## src/rtl/segid_pkg.sv

```systemverilog
package segid_pkg;

  // Per-request flags that travel with the data through the pipeline
  typedef struct packed {
    logic big;   // 1 TB segment selected
    logic kill;  // force result to zero
    logic err;   // user context out of range
  } seg_side_t;

endpackage

```

## src/rtl/segid_proto.sv

```systemverilog
module segid_proto #(
  parameter int          CTX_W       = 19,
  parameter int          ESID_S_W    = 18,
  parameter int          ESID_L_W    = 6,
  parameter int          SHIFT_S     = 28,
  parameter int          SHIFT_L     = 40,
  parameter logic [63:0] RANGE_LIMIT = 64'h0000_4000_0000_0000,
  localparam int         PROTO_W     = CTX_W + ESID_S_W
) (
  input  logic [CTX_W-1:0]   ctx_i,
  input  logic [63:0]        ea_i,
  input  logic               big_i,
  input  logic               kernel_i,
  output logic [PROTO_W-1:0] proto_o,
  output logic               kill_o,
  output logic               err_o
);

  localparam logic [CTX_W-1:0] MAX_USER  = CTX_W'((1 << CTX_W) - 5);
  localparam logic [CTX_W-1:0] KERN_BASE = CTX_W'((1 << CTX_W) - 4);

  logic [4:0]          region_off;
  logic [CTX_W-1:0]    ctx_sel;
  logic [ESID_S_W-1:0] esid_s;
  logic [ESID_L_W-1:0] esid_l;
  logic                out_of_range;

  always_comb begin
    // signed offset of the region from 0xC, sign-extended into the context
    region_off   = {1'b0, ea_i[63:60]} - 5'd12;
    ctx_sel      = kernel_i ? KERN_BASE + {{(CTX_W-5){region_off[4]}}, region_off}
                            : ctx_i;
    esid_s       = ea_i[SHIFT_S +: ESID_S_W];
    esid_l       = ea_i[SHIFT_L +: ESID_L_W];
    out_of_range = ({4'b0, ea_i[59:0]} >= RANGE_LIMIT);
    err_o        = !kernel_i && (ctx_i > MAX_USER);
    kill_o       = err_o || out_of_range;
    if (big_i) proto_o = PROTO_W'({ctx_sel, esid_l});
    else       proto_o = {ctx_sel, esid_s};
  end

endmodule

```

## src/rtl/segid_mul_pipe.sv

```systemverilog
module segid_mul_pipe
  import segid_pkg::*;
#(
  parameter int                IN_W   = 37,
  parameter int                MULT_W = 24,
  parameter logic [MULT_W-1:0] MULT   = 24'd12538073,
  parameter int                PART_W = 12,
  localparam int               PROD_W = IN_W + MULT_W
) (
  input  logic              clk,
  input  logic              rst_n,
  input  logic              in_valid_i,
  input  logic [IN_W-1:0]   in_data_i,
  input  seg_side_t         in_side_i,
  output logic              out_valid_o,
  output logic [PROD_W-1:0] out_prod_o,
  output seg_side_t         out_side_o
);

  localparam int PARTS = (MULT_W + PART_W - 1) / PART_W;
  localparam int PAD_W = PARTS * PART_W;
  localparam int PP_W  = IN_W + PART_W;
  localparam logic [PAD_W-1:0] MULT_PAD = PAD_W'(MULT);

  logic [PP_W-1:0]   pp_d [PARTS];
  logic [PP_W-1:0]   pp_q [PARTS];
  logic              v1_q, v1_d, v2_q, v2_d;
  seg_side_t         side1_q, side2_q;
  logic [PROD_W-1:0] sum_d, prod_q;

  // stage 1: one partial product per multiplier slice
  for (genvar gi = 0; gi < PARTS; gi++) begin : g_part
    localparam logic [PART_W-1:0] SLICE = MULT_PAD[gi*PART_W +: PART_W];
    assign pp_d[gi] = PP_W'(in_data_i) * PP_W'(SLICE);
  end

  // stage 2: weighted sum of the partial products
  always_comb begin
    sum_d = '0;
    for (int i = 0; i < PARTS; i++)
      sum_d = sum_d + (PROD_W'(pp_q[i]) << (i * PART_W));
  end

  always_comb begin
    v1_d = in_valid_i;
    v2_d = v1_q;
  end

  always_ff @(posedge clk or negedge rst_n) begin
    if (!rst_n) begin
      v1_q <= 1'b0;
      v2_q <= 1'b0;
    end else begin
      v1_q <= v1_d;
      v2_q <= v2_d;
    end
  end

  always_ff @(posedge clk) begin
    if (in_valid_i) begin
      for (int i = 0; i < PARTS; i++) pp_q[i] <= pp_d[i];
      side1_q <= in_side_i;
    end
    if (v1_q) begin
      prod_q  <= sum_d;
      side2_q <= side1_q;
    end
  end

  assign out_valid_o = v2_q;
  assign out_prod_o  = prod_q;
  assign out_side_o  = side2_q;

  // a zero operand leaves the pipe as a zero product two edges later
  p_zero_prod_r3: assert property (@(posedge clk) disable iff (!rst_n)
    (in_valid_i && in_data_i == '0) |-> ##2 (out_valid_o && out_prod_o == '0));

endmodule

```

## src/rtl/segid_fold.sv

```systemverilog
module segid_fold #(
  parameter int N    = 37,
  parameter int IN_W = 61
) (
  input  logic [IN_W-1:0] prod_i,
  output logic [N-1:0]    res_o
);

  localparam int HI_W = IN_W - N;
  localparam int XW   = ((HI_W > N) ? HI_W : N) + 1;

  logic [XW-1:0] x_sum, x_inc, y_sum;

  // end-around fold, then add the carry out of x+1 to skip the all-ones value
  always_comb begin
    x_sum = XW'(prod_i[IN_W-1:N]) + XW'(prod_i[N-1:0]);
    x_inc = x_sum + XW'(1);
    y_sum = x_sum + (x_inc >> N);
    res_o = y_sum[N-1:0];
  end

endmodule

```

## src/rtl/segid_scrambler.sv

```systemverilog
module segid_scrambler
  import segid_pkg::*;
#(
  parameter int                CTX_W       = 19,
  parameter int                ESID_S_W    = 18,
  parameter int                ESID_L_W    = 6,
  parameter int                SHIFT_S     = 28,
  parameter int                SHIFT_L     = 40,
  parameter int                MULT_W      = 24,
  parameter logic [MULT_W-1:0] MULT        = 24'd12538073,
  parameter int                PART_W      = 12,
  parameter logic [63:0]       RANGE_LIMIT = 64'h0000_4000_0000_0000,
  localparam int               N_S         = CTX_W + ESID_S_W,
  localparam int               N_L         = CTX_W + ESID_L_W
) (
  input  logic             clk,
  input  logic             rst_n,
  input  logic             req_valid,
  output logic             req_ready,
  input  logic [CTX_W-1:0] req_ctx,
  input  logic [63:0]      req_ea,
  input  logic             req_big,
  input  logic             req_kernel,
  output logic             res_valid,
  output logic [N_S-1:0]   res_segid,
  output logic             res_err
);

  localparam int PROD_W = N_S + MULT_W;

  logic              rdy_q, rdy_d, accept;
  logic [N_S-1:0]    proto;
  logic              kill, err;
  seg_side_t         side_in, mside;
  logic              mvalid;
  logic [PROD_W-1:0] prod;
  logic [N_S-1:0]    res_s, seg_d, seg_q;
  logic [N_L-1:0]    res_l;
  logic              err_d, err_q, val_q, val_d;

  always_comb begin
    rdy_d  = 1'b1;
    accept = req_valid && rdy_q;
  end

  always_ff @(posedge clk or negedge rst_n) begin
    if (!rst_n) rdy_q <= 1'b0;
    else        rdy_q <= rdy_d;
  end

  segid_proto #(
    .CTX_W(CTX_W), .ESID_S_W(ESID_S_W), .ESID_L_W(ESID_L_W),
    .SHIFT_S(SHIFT_S), .SHIFT_L(SHIFT_L), .RANGE_LIMIT(RANGE_LIMIT)
  ) u_proto (
    .ctx_i(req_ctx), .ea_i(req_ea), .big_i(req_big), .kernel_i(req_kernel),
    .proto_o(proto), .kill_o(kill), .err_o(err)
  );

  always_comb side_in = '{big: req_big, kill: kill, err: err};

  segid_mul_pipe #(
    .IN_W(N_S), .MULT_W(MULT_W), .MULT(MULT), .PART_W(PART_W)
  ) u_mul (
    .clk(clk), .rst_n(rst_n),
    .in_valid_i(accept), .in_data_i(proto), .in_side_i(side_in),
    .out_valid_o(mvalid), .out_prod_o(prod), .out_side_o(mside)
  );

  segid_fold #(.N(N_S), .IN_W(PROD_W)) u_fold_s (.prod_i(prod), .res_o(res_s));
  segid_fold #(.N(N_L), .IN_W(PROD_W)) u_fold_l (.prod_i(prod), .res_o(res_l));

  // stage 3: select the fold for the segment size, apply the kill flag
  always_comb begin
    val_d = mvalid;
    err_d = mside.err;
    if (mside.kill)     seg_d = '0;
    else if (mside.big) seg_d = N_S'(res_l);
    else                seg_d = res_s;
  end

  always_ff @(posedge clk or negedge rst_n) begin
    if (!rst_n) val_q <= 1'b0;
    else        val_q <= val_d;
  end

  always_ff @(posedge clk) begin
    if (mvalid) begin
      seg_q <= seg_d;
      err_q <= err_d;
    end
  end

  assign req_ready = rdy_q;
  assign res_valid = val_q;
  assign res_segid = seg_q;
  assign res_err   = err_q;

  // once ready, stays ready
  p_ready_hold_r1: assert property (@(posedge clk) disable iff (!rst_n)
    req_ready |=> req_ready);

  // every accepted request yields a result three edges later
  p_latency_r2: assert property (@(posedge clk) disable iff (!rst_n)
    (req_valid && req_ready) |-> ##3 res_valid);

  // no result without a matching request
  p_no_spurious_r2: assert property (@(posedge clk) disable iff (!rst_n)
    res_valid |-> $past(req_valid && req_ready, 3));

  // a 1 TB result fits in the narrow width
  p_narrow_r4: assert property (@(posedge clk) disable iff (!rst_n)
    (res_valid && $past(req_big, 3)) |-> (res_segid[N_S-1:N_L] == '0));

  // the all-ones residue never appears
  p_canonical_r5: assert property (@(posedge clk) disable iff (!rst_n)
    res_valid |-> (res_segid != {N_S{1'b1}} &&
                   !($past(req_big, 3) && res_segid[N_L-1:0] == {N_L{1'b1}})));

  // an error always comes with a zero ID
  p_err_zero_r8: assert property (@(posedge clk) disable iff (!rst_n)
    (res_valid && res_err) |-> (res_segid == '0));

  // kernel requests never flag an error
  p_kernel_noerr_r9: assert property (@(posedge clk) disable iff (!rst_n)
    (res_valid && $past(req_kernel, 3)) |-> !res_err);

endmodule

```

## config.mk

```make
export PLATFORM = sky130hd
export DESIGN_NAME = segid_scrambler
export DESIGN_NICKNAME = d
export VERILOG_FILES = /design/src/rtl/segid_pkg.sv /design/src/rtl/segid_proto.sv /design/src/rtl/segid_mul_pipe.sv /design/src/rtl/segid_fold.sv /design/src/rtl/segid_scrambler.sv
export SDC_FILE = /design/constraint.sdc
export NUM_CORES = 2
export LEC_CHECK = 0
export BUFFER_PORTS_ARGS = -buffer_cell sky130_fd_sc_hd__buf_2
export CORE_UTILIZATION = 45
export DETAILED_ROUTE_END_ITERATION = 10
export GPL_TIMING_DRIVEN = 0
export SETUP_SLACK_MARGIN = 0.1
export SYNTH_ARGS = -nofsm -noshare
export SYNTH_HDL_FRONTEND = slang
export SYNTH_SLANG_ARGS = --single-unit
```

## constraint.sdc

```tcl
create_clock -name clk -period 14.7 [get_ports clk]
set_clock_uncertainty 0.1 [all_clocks]
set_input_delay 1.47 -clock clk [delete_from_list [all_inputs] [get_ports clk]]
set_output_delay 1.47 -clock clk [all_outputs]
set_load 0.1 [all_outputs]
```

# Word-level counts from Yosys, hierarchy flattened
# Memory sizes are Yosys's and may differ from the RTL's.
# Index checks and enable logic that the tools add are counted.
dict set report totals {
  regBits 109
  mem_bits_rw 98
  inputBits 88
  output_inout_bits 40
  memories 1
}
dict set report op_classes {
  n_addsub 9
  multipliers 2
  order_cmp 2
  muxes 5
  n_reduce_logical 5
}
# name words word_bits rd rd_ports_with_merged_regs wr line
set mem_list {}
lappend mem_list {u_mul.pp_q 2 49 2 0 2 segid_mul_pipe.sv:26} ;# logic [PP_W-1:0] pp_q [PARTS];
# op n
set op_table {}
lappend op_table {{adder 49 x 61 -> 61 bit} 1}
lappend op_table {{>= comparator 60 x 47 -> 1 bit, second input constant} 1}
lappend op_table {{multiplier 37 x 12 -> 49 bit, second input constant} 1}
lappend op_table {{multiplier 37 x 8 -> 45 bit, second input constant} 1}
lappend op_table {{adder 24 x 37 -> 38 bit} 1}
lappend op_table {{adder 38 x 1 -> 38 bit, second input constant} 1}
lappend op_table {{adder 36 x 25 -> 37 bit} 1}
lappend op_table {{adder 37 x 1 -> 37 bit} 1}
lappend op_table {{adder 37 x 1 -> 37 bit, second input constant} 1}
lappend op_table {{2-to-1 mux 37 bit} 1}
lappend op_table {{adder 25 x 12 -> 25 bit} 1}
lappend op_table {{2-to-1 mux 25 bit} 1}
lappend op_table {{> comparator 19 bit, second input constant} 1}
lappend op_table {{2-to-1 mux 19 bit} 1}
lappend op_table {{adder 3 x 5 -> 6 bit, first input constant} 1}
lappend op_table {{subtractor 4 x 4 -> 5 bit, second input constant} 1}
lappend op_table {{logical AND 1 bit} 2}
lappend op_table {{2-to-1 mux 1 bit} 2}
lappend op_table {{OR reduction 2 bit} 1}
lappend op_table {{logical NOT 1 bit} 1}
lappend op_table {{logical OR 1 bit} 1}

# Logic depth before layout (Yosys ltp)
dict set report logic_depth {
  depth_word 5
  mapped_depth 27
}

# Hierarchy
# Synthesis repeated with hierarchy kept, for this count alone.
dict set report unflattened {
  hier_cells 3104
  area_unflattened_um2 30006.3
}
# mod n_inst cells_each area_each_um2
set by_module_without_submodules {}
lappend by_module_without_submodules {segid_mul_pipe 1 2065 21832.2}
lappend by_module_without_submodules {{segid_fold at u_fold_s} 1 424 2895.3}
lappend by_module_without_submodules {{segid_fold at u_fold_l} 1 405 2862.7}
lappend by_module_without_submodules {segid_scrambler 1 112 1709.1}
lappend by_module_without_submodules {segid_proto 1 98 706.9}

# Worst setup path before layout
# Ideal clock, no wire load.
dict set report synth_timing {
  path_kind {input to register}
  start {input port req_big}
  end {memory u_mul.pp_q[0][92] in the netlist's numbering, data pin}
  setup_time_ns 0.264
  arrival_time_ns 7.828
  required_ns 14.336
  slack_ns 6.507
  path_stages 26
  n_path_buf 3
  cell_sequence {clkbuf_1 -> clkbuf_1 -> clkbuf_1 -> nor2_1 -> a21oi_1 -> ha_1 -> inv_1 -> fa_1 -> inv_1 -> fa_1 -> fa_1 -> inv_1 -> fa_1 -> inv_1 -> ha_1 -> and3_1 -> nand2_1 -> a2111oi_0 -> nor3_1 -> o21ai_0 -> a211o_1 -> nand2_1 -> o21ai_0 -> a21oi_1 -> o21bai_1 -> xor2_1}
}
# element line
set synth_rtl {}
lappend synth_rtl {{from (decl)} segid_scrambler.sv:22} ;# input logic req_big,
lappend synth_rtl {{to (decl)} segid_mul_pipe.sv:26}

==> metrics.txt <==
CP required about 15 ns; number of synthesized flops with an enable pin just under 200; Post-synth ARST share 1.990%; Final Cycle Share between 60% and 70%; Ys Warns 0; CTS root buf clkbuf_16; nets 3839; CORE AREA roughly 63000 sq um; vias in the first global route approximately 23000; 1st-pass router iterations 5; Post-DRT Antenna Nets 0; # setup viols final 0; CP Launch Type input pin; GPL Wtd Cong ~0.96; synth unique cells between 100 and 150; Area Overhead vs Synth 8.178%; Synth Flop Type edfxtp_1; Post-Synthesis Cells about 3000; per-cell routed wire length around 20 um; Max Fanout on Critical Path 10; setup TNS 0 ns; DIE WIDTH 255.8 um; H-tree Lvls 1; Site Rows 92; die height approximately 260 um; Antenna diodes 0; clk sinks 201; critical path endpoint category register; actual slew at the worst max-slew pin about 1.3 ns; GRT overflow 0; Post-route DRC 0; HPWL after DPL roughly 70000 um; antenna violations before repair 3; most common cell after layout, fill and taps aside inv_1; Post-Route WL 80840 um; critical path's largest stage delay around 0.76 ns; die area 65450 sq um; final hold vios 0; area of the mapped netlist roughly 29000 sq um; IO buf count between 90 and 100; postcts setup bufs 0; share of cells above drive strength 1 under 10%; All-Layer GR Usage between 20 and 30%; post-CTS sizing 0; max cap viols 0; fin crit period 9.703 ns; status finished, final reports clean; Starting Density between 40% and 50%; Area contributors post-synth fa_1 23%, edfxtp_1 20%, ha_1 15%, inv_1 6.1%, xnor2_1 5.2%; syn avg cell area ~9.8 sq um; top cell type's share of synthesized area between 20% and 30%; CTS tree yes; Post-CTS Hold Fix Bufs 0; first-pass GRT wire length between 100000 and 150000 um; io pins about 130; relative slew slack under 10%; syn nets between 3000 and 4000; DRT iter0 DRCs around 1200; register bit total from synthesis between 200 and 250; vias per inst about 5.5; Crit path top cell by count inv_1; clk buf depth 3; Arr. time, crit path approximately 10 ns; cell taking the most area after synthesis fa_1; Slowest-stage cell, CP o21ai_0; TritonCTS Buffers 22; largest net degree at the start of global routing 74; RSZ-0062 raised after global routing false; Vias between 20000 and 25000; clock transition at the registers of the reported paths 0.06 ns; Tightest Hold Check Type reg2reg; sequential element share of the synthesized area between 20% and 30%; commonest cells after routing, fill and taps aside 474 x inv_1, 346 x ha_1, 330 x fa_1, 197 x edfxtp_1, 173 x xnor2_1; WS Path Type in2reg; Final Max Slew Viols 0; clock latency on the worst-skew pair roughly 0.54 ns; fmax between 100 and 150 MHz
==> critical path: cells and delay by family <==
family	cells	cell delay, ns
fa+ha+maj	6	2.98
compound gates	6	2.38
buf+inv	8	1.71
mux	1	0.70
simple gates	4	0.48
xor+xnor	1	0.23
==> sequential cells by signal (all words and copies together) (netlist names) <==
signal and cells:
req_ready 1, res_err 1, res_segid 37, res_valid 1
u_mul.out_prod_o 61, u_mul.out_side_o 3, u_mul.out_valid_o 1, u_mul.pp_q 92
u_mul.side1_q 3, u_mul.v1_q 1
==> synthesized netlist by cell type, drive strengths merged, types with 30 or more instances <==
master / instances
inv: 474
ha: 346
fa: 330
edfxtp: 197
xnor2: 173
nor2: 167
a21oi: 158
nand2: 124
o21ai: 98
a21o: 96
xor2: 76
nand3: 64
nor3: 54
a211oi: 48
clkbuf: 47
and3: 39
o21a: 35
nand4: 30
==> area by class of cell <==
class                      instances  area [sq um]
clock inverter                    13         195.2
buffer                            60         279.0
inverter                         475          1783
fill                            5961         31950
multi-input combinational       2214         20920
sequential                       201          6018
clock buffer                      27         569.3
tap                              846          1059
timing repair buffer             101         543.0
==> per-stage QoR <==
step / setup WS [ns] / hold slack, ns / utilization, % / instances / instance area, sq um
after floorplan: 6.507 / 0.3003 / - / 2950 / 28990
after global placement: 4.439 / 0.3014 / 48.25 / 3895 / 30550
after detailed placement: 4.444 / 0.3045 / 48.33 / 3897 / 30600
after CTS: 5.006 / 0.3171 / 49.54 / 3937 / 31360
after global routing: 4.490 / 0.3269 / 49.54 / 3937 / 31360
final: 4.997 / 0.3172 / 49.54 / 3937 / 31360
==> path summary, 6_finish.rpt <==
path	slack, ns	start	cells after the start	to
worst max-delay path	5.00	req_big	26	u_mul.pp_q[0][94]$_DFFE_PP_
worst min-delay path	0.32	u_mul.pp_q[0][8]$_DFFE_PP_	0	u_mul.out_prod_o[8]$_DFFE_PP_
worst max register to register	7.07	u_mul.out_prod_o[25]$_DFFE_PP_	26	res_segid[24]$_SDFFCE_PP0P_
worst min register to register	0.32	u_mul.pp_q[0][8]$_DFFE_PP_	0	u_mul.out_prod_o[8]$_DFFE_PP_
max in group asynchronous	13.74	rst_n	1	u_mul.out_valid_o$_DFF_PN0_
min in group asynchronous	0.63	rst_n	1	req_ready$_DFF_PN0_
==> kinds of logic after synthesis <==
family          count (synthesis)  share of synthesized area (%)
buf+inv                       535                          7.112
simple gates                  656                          11.80
mux                            18                         0.6387
flops                         201                          20.75
xor+xnor                      249                          7.522
fa+ha+maj                     676                          37.72
other cells                     1                        0.01293
compound gates                614                          14.45
==> routing by layer <==
metal | up-vias | part of all wire, % | track usage, %
met3 | 104 | 4.1 | 1.733
li1 | 10440 | - | -
met5 | - | 0.016 | 0
met4 | 2 | 3.3 | 8.167
met1 | 10520 | 44 | 33.12
met2 | 517 | 48 | 43.49
Power is left out: the tool's default activity adds up to more than one toggle a clock period on the data nets, which glitch-free logic cannot reach.
